**src/rtl/tg_pkg.sv**
```systemverilog
package tg_pkg;
  // index of the lowest set bit; 0 when no bit is set
  function automatic int unsigned lowest_set(input logic [31:0] v);
    int unsigned r;
    r = 0;
    for (int i = 31; i >= 0; i--) begin
      if (v[i]) r = i;
    end
    return r;
  endfunction
endpackage

```
**src/rtl/tg_pick.sv**
```systemverilog
module tg_pick #(
  parameter int NT = 8,
  parameter int PW = 3,
  parameter int TW = (NT > 1) ? $clog2(NT) : 1
) (
  input  logic [NT-1:0]    rdy,
  input  logic [NT*PW-1:0] prio,
  output logic             hit,
  output logic [TW-1:0]    id
);
  logic [PW-1:0] best;

  // strict compare keeps the lower index on equal priority
  always_comb begin
    hit  = 1'b0;
    id   = '0;
    best = '0;
    for (int i = 0; i < NT; i++) begin
      if (rdy[i] && (!hit || prio[i*PW +: PW] > best)) begin
        hit  = 1'b1;
        id   = TW'(i);
        best = prio[i*PW +: PW];
      end
    end
  end
endmodule

```
**src/rtl/tg_slot.sv**
```systemverilog
module tg_slot #(
  parameter int TW = 3,
  parameter int QW = 3
) (
  input  logic          clk,
  input  logic          rst_n,
  input  logic          en,
  input  logic          set,
  input  logic [TW-1:0] set_tsk,
  input  logic [QW-1:0] set_inst,
  input  logic          take,
  input  logic          fin,
  output logic          valid,
  output logic          busy,
  output logic [TW-1:0] tsk,
  output logic [QW-1:0] inst
);
  logic          valid_n, busy_n;
  logic [TW-1:0] tsk_n;
  logic [QW-1:0] inst_n;

  always_comb begin
    valid_n = valid;
    busy_n  = busy;
    tsk_n   = tsk;
    inst_n  = inst;
    if (valid && take) valid_n = 1'b0;
    if (fin)           busy_n  = 1'b0;
    if (set) begin
      valid_n = 1'b1;
      busy_n  = 1'b1;
      tsk_n   = set_tsk;
      inst_n  = set_inst;
    end
  end

  always_ff @(posedge clk or negedge rst_n) begin
    if (!rst_n) begin
      valid <= 1'b0;
      busy  <= 1'b0;
      tsk   <= '0;
      inst  <= '0;
    end else begin
      valid <= valid_n;
      busy  <= busy_n;
      tsk   <= tsk_n;
      inst  <= inst_n;
    end
  end

  AST_SET_ONLY_FREE: assert property (@(posedge clk) disable iff (!rst_n)
    set |-> (en && !busy));
  AST_OFFER_HOLD: assert property (@(posedge clk) disable iff (!rst_n)
    (valid && !take) |=> (valid && $stable(tsk) && $stable(inst)));
  AST_BUSY_UNTIL_FIN: assert property (@(posedge clk) disable iff (!rst_n)
    (busy && !fin) |=> busy);
endmodule

```
**src/rtl/tg_sched.sv**
```systemverilog
module tg_sched #(
  parameter int NT = 8,
  parameter int NC = 4,
  parameter int NE = 4,
  parameter int PW = 3,
  parameter int QW = 3,
  parameter int TW = (NT > 1) ? $clog2(NT) : 1,
  parameter int CW = (NC > 1) ? $clog2(NC) : 1,
  parameter int EW = (NE > 1) ? $clog2(NE) : 1
) (
  input  logic             clk,
  input  logic             rst_n,
  input  logic             run,
  input  logic [NC-1:0]    core_en,
  input  logic             ld_we,
  input  logic [TW-1:0]    ld_id,
  input  logic [NT-1:0]    ld_preds,
  input  logic [PW-1:0]    ld_prio,
  input  logic [QW-1:0]    ld_quota,
  input  logic             ld_wait,
  input  logic [EW-1:0]    ld_evt,
  input  logic [NE-1:0]    sw_evt,
  output logic [NC-1:0]    disp_valid,
  input  logic [NC-1:0]    disp_ready,
  output logic [NC*TW-1:0] disp_task,
  output logic [NC*QW-1:0] disp_inst,
  input  logic             done_valid,
  input  logic [CW-1:0]    done_core,
  output logic             all_done,
  output logic             err
);
  import tg_pkg::*;

  // task table and progress state
  logic [NT-1:0] loaded_q, wait_q, seen_q, cmpl_q;
  logic [NT-1:0] loaded_n, wait_n, seen_n, cmpl_n;
  logic [NT-1:0] preds_q [NT];
  logic [NT-1:0] preds_n [NT];
  logic [PW-1:0] prio_q  [NT];
  logic [PW-1:0] prio_n  [NT];
  logic [QW-1:0] quota_q [NT];
  logic [QW-1:0] quota_n [NT];
  logic [EW-1:0] evt_q   [NT];
  logic [EW-1:0] evt_n   [NT];
  logic [QW-1:0] launch_q [NT];
  logic [QW-1:0] launch_n [NT];
  logic [QW-1:0] fin_q   [NT];
  logic [QW-1:0] fin_n   [NT];
  logic          err_n;

  logic [NT-1:0]    sat, rdy;
  logic [NT*PW-1:0] prio_flat;
  logic             hit, go, done_ok;
  logic [TW-1:0]    pick_id, done_tsk;
  logic [NC-1:0]    busy, free, set, fin;
  logic [CW-1:0]    sel_core;
  logic [TW-1:0]    slot_tsk  [NC];
  logic [QW-1:0]    slot_inst [NC];

  always_comb begin
    sat = cmpl_q | ~loaded_q;
    for (int t = 0; t < NT; t++) begin
      rdy[t] = run && loaded_q[t] && ((preds_q[t] & ~sat) == '0) &&
               (!wait_q[t] || seen_q[t]) && (launch_q[t] < quota_q[t]);
      prio_flat[t*PW +: PW] = prio_q[t];
    end
  end

  tg_pick #(.NT(NT), .PW(PW), .TW(TW)) u_pick (
    .rdy(rdy), .prio(prio_flat), .hit(hit), .id(pick_id)
  );

  always_comb begin
    free     = core_en & ~busy;
    sel_core = CW'(lowest_set(32'(free)));
    go       = hit && (free != '0);
    done_ok  = done_valid && (32'(done_core) < NC) &&
               busy[done_core] && !disp_valid[done_core];
    done_tsk = slot_tsk[done_core];
    for (int c = 0; c < NC; c++) begin
      set[c] = go && (sel_core == CW'(c));
      fin[c] = done_ok && (done_core == CW'(c));
    end
  end

  generate
    for (genvar c = 0; c < NC; c++) begin : g_core
      tg_slot #(.TW(TW), .QW(QW)) u_slot (
        .clk(clk), .rst_n(rst_n), .en(core_en[c]),
        .set(set[c]), .set_tsk(pick_id), .set_inst(launch_q[pick_id]),
        .take(disp_ready[c]), .fin(fin[c]),
        .valid(disp_valid[c]), .busy(busy[c]),
        .tsk(slot_tsk[c]), .inst(slot_inst[c])
      );
      assign disp_task[c*TW +: TW] = slot_tsk[c];
      assign disp_inst[c*QW +: QW] = slot_inst[c];
    end
  endgenerate

  // next state
  always_comb begin
    loaded_n = loaded_q;
    wait_n   = wait_q;
    cmpl_n   = cmpl_q;
    preds_n  = preds_q;
    prio_n   = prio_q;
    quota_n  = quota_q;
    evt_n    = evt_q;
    launch_n = launch_q;
    fin_n    = fin_q;
    err_n    = err_q_or(err, done_valid && !done_ok);
    seen_n   = seen_q;
    for (int t = 0; t < NT; t++) begin
      if (wait_q[t] && sw_evt[evt_q[t]]) seen_n[t] = 1'b1;
    end
    if (go) launch_n[pick_id] = launch_q[pick_id] + 1'b1;
    if (done_ok) begin
      fin_n[done_tsk] = fin_q[done_tsk] + 1'b1;
      if (fin_q[done_tsk] + 1'b1 == quota_q[done_tsk]) cmpl_n[done_tsk] = 1'b1;
    end
    if (ld_we && !run) begin
      loaded_n[ld_id] = 1'b1;
      preds_n[ld_id]  = ld_preds;
      prio_n[ld_id]   = ld_prio;
      quota_n[ld_id]  = (ld_quota == '0) ? QW'(1) : ld_quota;
      wait_n[ld_id]   = ld_wait;
      evt_n[ld_id]    = ld_evt;
      seen_n[ld_id]   = 1'b0;
      launch_n[ld_id] = '0;
      fin_n[ld_id]    = '0;
      cmpl_n[ld_id]   = 1'b0;
    end
  end

  function automatic logic err_q_or(input logic a, input logic b);
    return a | b;
  endfunction

  always_ff @(posedge clk or negedge rst_n) begin
    if (!rst_n) begin
      loaded_q <= '0;
      wait_q   <= '0;
      seen_q   <= '0;
      cmpl_q   <= '0;
      err      <= 1'b0;
      for (int t = 0; t < NT; t++) begin
        preds_q[t]  <= '0;
        prio_q[t]   <= '0;
        quota_q[t]  <= '0;
        evt_q[t]    <= '0;
        launch_q[t] <= '0;
        fin_q[t]    <= '0;
      end
    end else begin
      loaded_q <= loaded_n;
      wait_q   <= wait_n;
      seen_q   <= seen_n;
      cmpl_q   <= cmpl_n;
      err      <= err_n;
      preds_q  <= preds_n;
      prio_q   <= prio_n;
      quota_q  <= quota_n;
      evt_q    <= evt_n;
      launch_q <= launch_n;
      fin_q    <= fin_n;
    end
  end

  assign all_done = run && (&sat);

  generate
    for (genvar t = 0; t < NT; t++) begin : g_chk
      AST_NO_OVERFLOW: assert property (@(posedge clk) disable iff (!rst_n)
        launch_q[t] <= quota_q[t]);
    end
  endgenerate
  AST_ERR_STICKY: assert property (@(posedge clk) disable iff (!rst_n)
    err |=> err);
  AST_DONE_IDLE: assert property (@(posedge clk) disable iff (!rst_n)
    all_done |-> (busy == '0));
endmodule

```
**config.mk**
```make
export PLATFORM = sky130hd
export DESIGN_NAME = tg_sched
export DESIGN_NICKNAME = d
export VERILOG_FILES = /design/src/rtl/tg_pkg.sv /design/src/rtl/tg_pick.sv /design/src/rtl/tg_slot.sv /design/src/rtl/tg_sched.sv
export SDC_FILE = /design/constraint.sdc
export NUM_CORES = 1
export LEC_CHECK = 0
export ABC_CLOCK_PERIOD_IN_PS = 14100
export BUFFER_PORTS_ARGS = -buffer_cell sky130_fd_sc_hd__buf_2
export CAP_MARGIN = 25
export CORE_UTILIZATION = 30
export DETAILED_ROUTE_END_ITERATION = 10
export GPL_TIMING_DRIVEN = 0
export PLACE_DENSITY_LB_ADDON = 0.08
export SYNTH_ARGS = -nofsm -noshare
export SYNTH_HDL_FRONTEND = slang
export SYNTH_SLANG_ARGS = --single-unit
```
**constraint.sdc**
```tcl
create_clock -name clk -period 14.1 [get_ports clk]
set_clock_uncertainty 0.2 [all_clocks]
set_input_delay 0.705 -clock clk [delete_from_list [all_inputs] [get_ports clk]]
set_output_delay 0.705 -clock clk [all_outputs]
set_load 0.01 [all_outputs]
```
# After elaboration in Yosys (flattened, before gate mapping)
# Index checks and enable logic that the tools add are counted.
[word_totals] register_bits=241 output_inout_bits=30
[classes] add_sub_neg=2 n_lt_le_gt_ge=35 n_eq_ne=7 n_mux=112 bitwise=26 reduce_logical=124
[op_table] op="24-bit bitwise mux" count=4
[op_table] op="24-bit 2-to-1 mux" count=4
[op_table] op="8-bit AND" count=10
[op_table] op="1-bit logical AND" count=70
[op_table] op="3-bit 2-to-1 mux" count=23
[op_table] op="64-bit bitwise mux" count=1
[op_table] op="8-bit zero test" count=8
[op_table] op="24-bit AND" count=2
[op_table] op="1-bit 2-to-1 mux" count=45
[op_table] op="8-bit 2-to-1 mux" count=5
[op_table] op="3-bit binary-select mux with 3-bit select" count=3
[op_table] op="3-bit demux with 3-bit select" count=3
[op_table] op="2-bit by 3-bit < comparator with 1-bit output (second input constant)" count=9
[op_table] op="8-bit demux with 3-bit select" count=1
[op_table] op="3-bit < comparator" count=8
[op_table] op="24-bit inverter" count=1
[op_table] op="8-bit inverter" count=3
[op_table] op="8-bit bitwise OR" count=3
[op_table] op="3-bit > comparator" count=7
[op_table] op="1-bit binary-select mux with 2-bit select" count=10
[op_table] op="1-bit zero test" count=18
[op_table] op="16-bit bitwise mux" count=1
[op_table] op="2-bit nonzero test" count=8
[op_table] op="1-bit logical OR" count=15
[op_table] op="other kinds (23)" count=44

# Logic depth before layout (Yosys ltp)
# Gate-level depths: netlist of run 1.
[depth] depth_word=46 mapped_depth=70

# Hierarchy
# Synthesis of run 1 repeated with hierarchy kept, for this count alone.
[hier_totals] hier_cells=1208 hier_area_um2=12414.4
[modules_own_cells] module="tg_sched" n_inst=1 cells_each=994 area_each_um2=10110.9
[modules_own_cells] module="tg_slot" n_inst=4 cells_each=19 area_each_um2=326.6
[modules_own_cells] module="tg_pick" n_inst=1 cells_each=138 area_each_um2=997.2

# Least setup slack after synthesis of run 1
# OpenSTA, ideal clock, no wires.
[synth_timing] path_type="input-to-reg" start="input port run" end="register launch_q[14] in the netlist's numbering" setup_time_ps=120 arrival_ps=12161 required_ps=13780 slack_ps=1620 stages=63 n_path_buf=3 path_cell_list="nand2_1 -> or4_4 -> nor3_2 -> nand3_1 -> ha_1 -> nor2b_1 -> o21ai_0 -> a32oi_1 -> nand3b_1 -> and2_0 -> clkbuf_1 -> a21o_1 -> inv_1 -> ha_1 -> nor2b_1 -> o21a_1 -> o21ai_0 -> a21boi_0 -> (+27 left out) -> a21oi_1 -> a311oi_1 -> a41o_4 -> buf_2 -> mux2_2 -> ha_1 -> nor2b_1 -> o21ai_0 -> a32oi_1 -> a21oi_1 -> nor2_1 -> nor2_1 -> o211ai_1 -> nand2_1 -> ha_1 -> buf_2 -> or4_1 -> and3_1"
[synth_lines] element="start, declared" line="tg_sched.sv:13" source="input logic run,"
[synth_lines] element="end signal, assigned" line="tg_sched.sv:164" source="launch_q <= launch_n;"
[synth_lines] element="end, declared" line="tg_sched.sv:45" source="logic [QW-1:0] launch_q [NT];"

==> reports/qor.yml, run 1 <==
outcome: "complete, but fails checks"
violations: "DRC"
path_common_cell: "ha_1"
grtUsageTotal_pct: 20.46
grt_max_degree: 102
fillCellCount: 4227
p_leak_uw: 0.006812
yosysWarnings: 0
viasPerCell: 5.083
layout.nets: 1485
power_density_mw_per_mm2: 202.6
grt_pass1_vias: 9755
crit_path_start_kind: "flop"
routedWlPerCell_um: 21.79
hold_path.startpoint: "disp_ready[1]"
clock_path_buffers: 3
drtIter0Drc: 591
slowest_delay_ps: 520
clk_latency_ps: 580
drc: 7
hold_viol: 0
syn_to_final_growth_pct: 19.24
finalPower_uw: 3025
syn_inst: 1288
min_period_ps: 13290
antenna_found_initial: 0
core_region_area_mm2: 0.04102
grt_first_pass_wirelength_um: 64150
first_pass_iters: 8
cts_root_buffer: "clkbuf_16"
multi_input_area_mm2: 0.006026
max_freq_mhz: 75.27
syn_area_per_cell_um2: 9.724
dp_hpwl_um: 31080
synth_edf_count: 0
num_antenna_cells: 0
peakVddDrop_uv: 92.98
post-place-cells: 1890
r2r_start: "loaded_q[5]"
maxCapViolations: 0
ys_seq_area_share_pct: 48.15
initial_core_util_pct: 30.54
grt-ovfl-total: 0
worst_slew_pin_slew_ps: 1059
slew_headroom_pct: 29.38
final_cell_mix: "nand2_1, dfrtp_1, nor2_1"
chipHeight_um: 206.3
mostFrequentLayoutCell: "nand2_1"
worstPathMaxFanout: 10
via_count: 9978
setup_viol_count_final: 0
synthesis.area_mm2: 0.01252
crit_slowest_cell: "or4_1"
clock_sinks: 241
finalMaxSlewViolations: 0
pre_cts_slack_ps: -1141
final_core_util_pct: 36.41
gp_congestion: 0.8307
fin_cells: 1963
period_share_pct: 94.22
worst_ep_arrival_time_ps: 13560
htree_levels: 1
ant_nets: 0
drive_gt1_share_pct: 19.15
path_class: "reg2reg"
endpoint_kind: "flop"
setup_slack_ps: 814.8
synth_seq_cells: 241
ios: 69
seqCellArea_mm2: 0.006031
synthArstFlopShare_pct: 100.0
synthFlopType: "dfrtp_1"
crit_start: "loaded_q[5]"
fp-row-count: 74
die-area_mm2: 0.04257
path_clk_slew_ps: 60
syn_nets: 1366
hp-class: "in2reg"
die_w_um: 206.3
synth.distinct_cells: 84
drt_wl_total_um: 42770
portBuffers: 64
numCtsBuffers: 31
cts_tree: "done"
required_ps: 14370
-- flip-flops by register name, indices dropped and copies added (netlist names), 12 cells and up --
name / count
launch_q: 24
prio_flat: 24
evt_q: 16
preds_q: 64
g_core.u_slot.inst: 12
fin_q: 24
g_core.u_slot.tsk: 12
quota_q: 24
-- final cells by class --
cell class	instances	area share (%)
repair buffers	86	3.787
flip-flops and latches	241	40.38
clock inverters	8	0.6451
clock buffers	49	6.384
multi-input cells	903	40.35
plain buffers	66	2.036
inverters	78	1.960
well taps	532	4.457
-- where the power goes --
group	internal, uW	switching [uW]	leakage (uW)
Sequential	895	148	0.00298
Clock	496	317	0.000518
Combinational	457	713	0.00331
Total	1850	1180	0.00681
-- logic make-up (layout without fill, tap and decap cells) --
logic type                 after synthesis  in the layout  synth area share (%)
and+or+nand+nor                        488            488                 17.72
AOI/OAI and AO/OA                      267            267                 14.76
DFF                                    241            241                 48.15
buffers and inverters                  144            287                 4.735
muxes                                  105            105                 10.46
adders and majority gates               39             39                 3.896
xor gates and xnor gates                 4              4                0.2798
-- synth_stat cells (15+ instances only) --
cell type	number	area share [%]
mux2_2	57	5.1
nand2b_1	20	1.0
nor2_1	104	3.1
mux4_2	15	2.7
ha_1	39	3.9
o21ai_0	65	2.6
clkbuf_1	45	1.3
nor2b_1	22	1.1
a21o_1	16	0.96
nand2_1	252	7.6
a22oi_1	18	1.1
mux2i_1	33	2.6
inv_1	77	2.3
a21oi_1	58	2.3
dfrtp_1	241	48
-- worst max-delay path: cells and delay by family, from the launching register on --
kind                     cells  cell delay, ps
AO/OA/AOI/OAI               27            4680
AND/OR/NAND/NOR             21            3800
adder cells (fa/ha/maj)      8            2110
buffers and inverters       11            1530
multiplexers                 2             460
flip-flops                   1             390
-- through the flow --
step                hold WS (ps)  TNS [ps]  cell area [um2]
global placement           233.0    -17900            13510
CTS                        112.9         0            14770
global route               127.6    -74.33            14930
floorplan                  209.4         0            12520
finish                     140.5         0            14930
detailed placement         242.0    -16180            13620
-- timing repair --
| item | in CTS | in global routing |
|---|---|---|
| endpoints found under the setup margin | 28 | 32 |
| resized for setup | 11 | 24 |
| hold buffers | 1 | 0 |
| endpoints found under the hold margin | 65 | 0 |
| buffers inserted | 6 | 8 |
| pin swaps | 4 | 5 |
-- metal layers --
metal | track usage [%] | routed length, um | vias up | part of all wire, %
met2 | 32.90 | 19560 | 178 | 46
met1 | 28.75 | 20570 | 4990 | 48
met5 | 0 | 0 | - | 0
li1 | - | - | 4750 | -
met4 | 5.620 | 1197 | 0 | 2.8
met3 | 2.649 | 1449 | 60 | 3.4
-- final timing paths --
kind                                                to  slack (ps)  cells after the start
max in group asynchronous                   preds_q[4]       11860                      4
worst min-delay path            g_core[1].u_slot.valid         140                      2
worst max-delay path                      launch_q[14]         810                     69
min in group asynchronous                    fin_q[22]         470                      2
worst min register to register                     err         250                      1
worst max register to register            launch_q[14]         810                     69
Power figures use the tool's default switching activity.
==> run 2: changes to the inputs <==
--- a/config.mk
+++ b/config.mk
@@ -12,6 +12,7 @@
 export DETAILED_ROUTE_END_ITERATION = 10
 export GPL_TIMING_DRIVEN = 0
 export PLACE_DENSITY_LB_ADDON = 0.08
+export REMOVE_ABC_BUFFERS = 1
 export SYNTH_ARGS = -nofsm -noshare
 export SYNTH_HDL_FRONTEND = slang
 export SYNTH_SLANG_ARGS = --single-unit
==> reports/qor.yml, run 2 (same netlist as run 1, synthesis figures left out) <==
grt-ovfl-total: 0  # unchanged
ant_nets: 0  # unchanged
top_register: "preds_q"
grt_max_degree: 92  # -9.8%
grt_pass1_vias: 9677  # -0.80%
viasPerCell: 5.093  # +0.19%
routedWlPerCell_um: 21.59  # -0.91%
hold_ws_ps: 131.6  # -8.925 ps
cts_root_buffer: "clkbuf_16"
worstPathMaxFanout: 9  # -1
r2r_setup_slack_ps: 1010  # +200 ps
endpoint_kind: "flop"
ios: 69  # unchanged
cts_tree: "done"
layout.nets: 1429  # -3.8%
die-area_mm2: 0.04257  # unchanged
path_class: "reg2reg"
power_density_mw_per_mm2: 201.2  # -0.68%
maxCapViolations: 0  # unchanged
gp_congestion: 0.7816  # -5.9%
max_freq_mhz: 76.42  # +1.5%
clk_latency_ps: 570  # about the same
required_ps: 14350  # -20 ps
core_region_area_mm2: 0.04102  # unchanged
slowest_delay_ps: 530  # about the same
period_share_pct: 92.80  # -1.4 points
worst_ep_arrival_time_ps: 13330  # -230 ps
path_common_cell: "ha_1"
grtUsageTotal_pct: 19.80  # -0.66 points
grt_first_pass_wirelength_um: 62460  # -2.6%
initial_core_util_pct: 30.54  # unchanged
largest_reg_flops: 64  # unchanged
htree_levels: 1  # unchanged
antenna_found_initial: 1  # +1
worst_slew_pin_slew_ps: 1025  # -34.47 ps
crit_path_start_kind: "flop"
fp-row-count: 74  # unchanged
setup_viol_count_final: 0  # unchanged
syn_to_final_growth_pct: 17.56
via_count: 9686  # -2.9%
grt_setup_unrepaired: "false"
drive_gt1_share_pct: 19.85  # +0.71 points
hold_viol: 0  # unchanged
drtIter0Drc: 687  # +16%
p_leak_uw: 0.006699  # -1.7%
chipHeight_um: 206.3  # unchanged
slew_headroom_pct: 31.10  # +1.7 points
fillCellCount: 4172  # -1.3%
final_cell_mix: "nand2_1, dfrtp_1, nor2_1"
min_period_ps: 13090  # -200.0 ps
mostFrequentLayoutCell: "nand2_1"
path_clk_slew_ps: 60  # about the same
die_w_um: 206.3  # unchanged
outcome: "complete, but fails checks"
clock_path_buffers: 3  # unchanged
drt_wl_total_um: 41070  # -4.0%
finalInstanceArea_mm2: 0.01472  # -1.4%
dp_hpwl_um: 28850  # -7.2%
hp-class: "in2reg"
numCtsBuffers: 29  # -6.5%
peakVddDrop_uv: 104.6  # +13%
clock_sinks: 241  # unchanged
portBuffers: 68  # +6.3%
finalMaxSlewViolations: 0  # unchanged
first_pass_iters: 8  # unchanged
violations: "DRC"
drc: 18  # +11
post_dp_cell_area_mm2: 0.01359  # -0.21%
num_antenna_cells: 0  # unchanged
crit_slowest_cell: "a222oi_1"
==> run 2: changes by cell type in the layout (fill, tap and decap cells not counted), sizes merged <==
cell      change
buf           -8
clkbuf       -55
clkinv        +3
clkinvlp      -1
==> run 2: area by class of cell <==
cell class,instances,area [um2],share of cell area (%)
multi-input cells,903,6081,41.30
flip-flops and latches,241,6031,40.96
clock buffers,40,817.0,5.549
repair buffers,98,721.9,4.903
well taps,532,665.6,4.521
inverters,78,292.8,1.988
clock inverters,10,115.1,0.7818
==> run 2: worst paths after layout <==
| kind | depth (start not counted) | start | to |
|---|---|---|---|
| min reg2reg | 1 | err | err |
| min | 2 | disp_ready[0] | g_core[0].u_slot.valid |
| max | 60 | loaded_q[6] | launch_q[14] |
| max in group asynchronous | 3 | rst_n | launch_q[15] |
| max reg2reg | 60 | loaded_q[6] | launch_q[14] |
| min in group asynchronous | 2 | rst_n | prio_flat[7] |
==> run 2: where the power goes <==
| group | switching (uW) | internal (uW) | leakage, uW |
|---|---|---|---|
| logic | 729 | 446 | 0.00325 |
| registers | 146 | 894 | 0.00298 |
| clock network | 307 | 439 | 0.000466 |
==> run 2: per-layer routing <==
| metal | up-vias | GRT usage (%) | part of all wire [%] |
|---|---|---|---|
| li1 | 4633 | - | - |
| met1 | 4817 | 28.31 | 49 |
| met2 | 181 | 31.36 | 45 |
| met3 | 53 | 2.507 | 3.4 |
| met4 | 2 | 5.278 | 2.5 |
| met5 | - | 0 | 0.022 |
==> run 2: worst max-delay path, delay by kind of cell, from the launching register on <==
| kind | cells | cell delay [ps] |
|---|---|---|
| simple gates | 17 | 3160 |
| flops | 1 | 400 |
| compound gates | 28 | 5920 |
| fa+ha+maj | 8 | 2080 |
| mux | 3 | 860 |
| buf+inv | 4 | 340 |
==> run 2: stage by stage <==
step / utilization (%) / instances / setup slack (ps) / TNS, ps / power, uW
final: 35.90 / 1902 / 1015 / 0 / 2962
after global routing: 35.90 / 1902 / 39.08 / 0 / 3159
after CTS: 35.61 / 1896 / 78.55 / 0 / 2953
after detailed placement: 33.14 / 1840 / -1576 / -29120 / 2172
after global placement: 32.26 / 1822 / -1410 / -26770 / 2148
after floorplan: - / 1222 / 1810 / 0 / 1727
==> run 2: timing repair <==
action                                  CTS  global route
endpoints found under the hold margin    62             0
pin swaps                                 3             6
hold buffers                              1             0
resized for setup                        12            19
endpoints found under the setup margin   36            34
setup buffers                             5             6
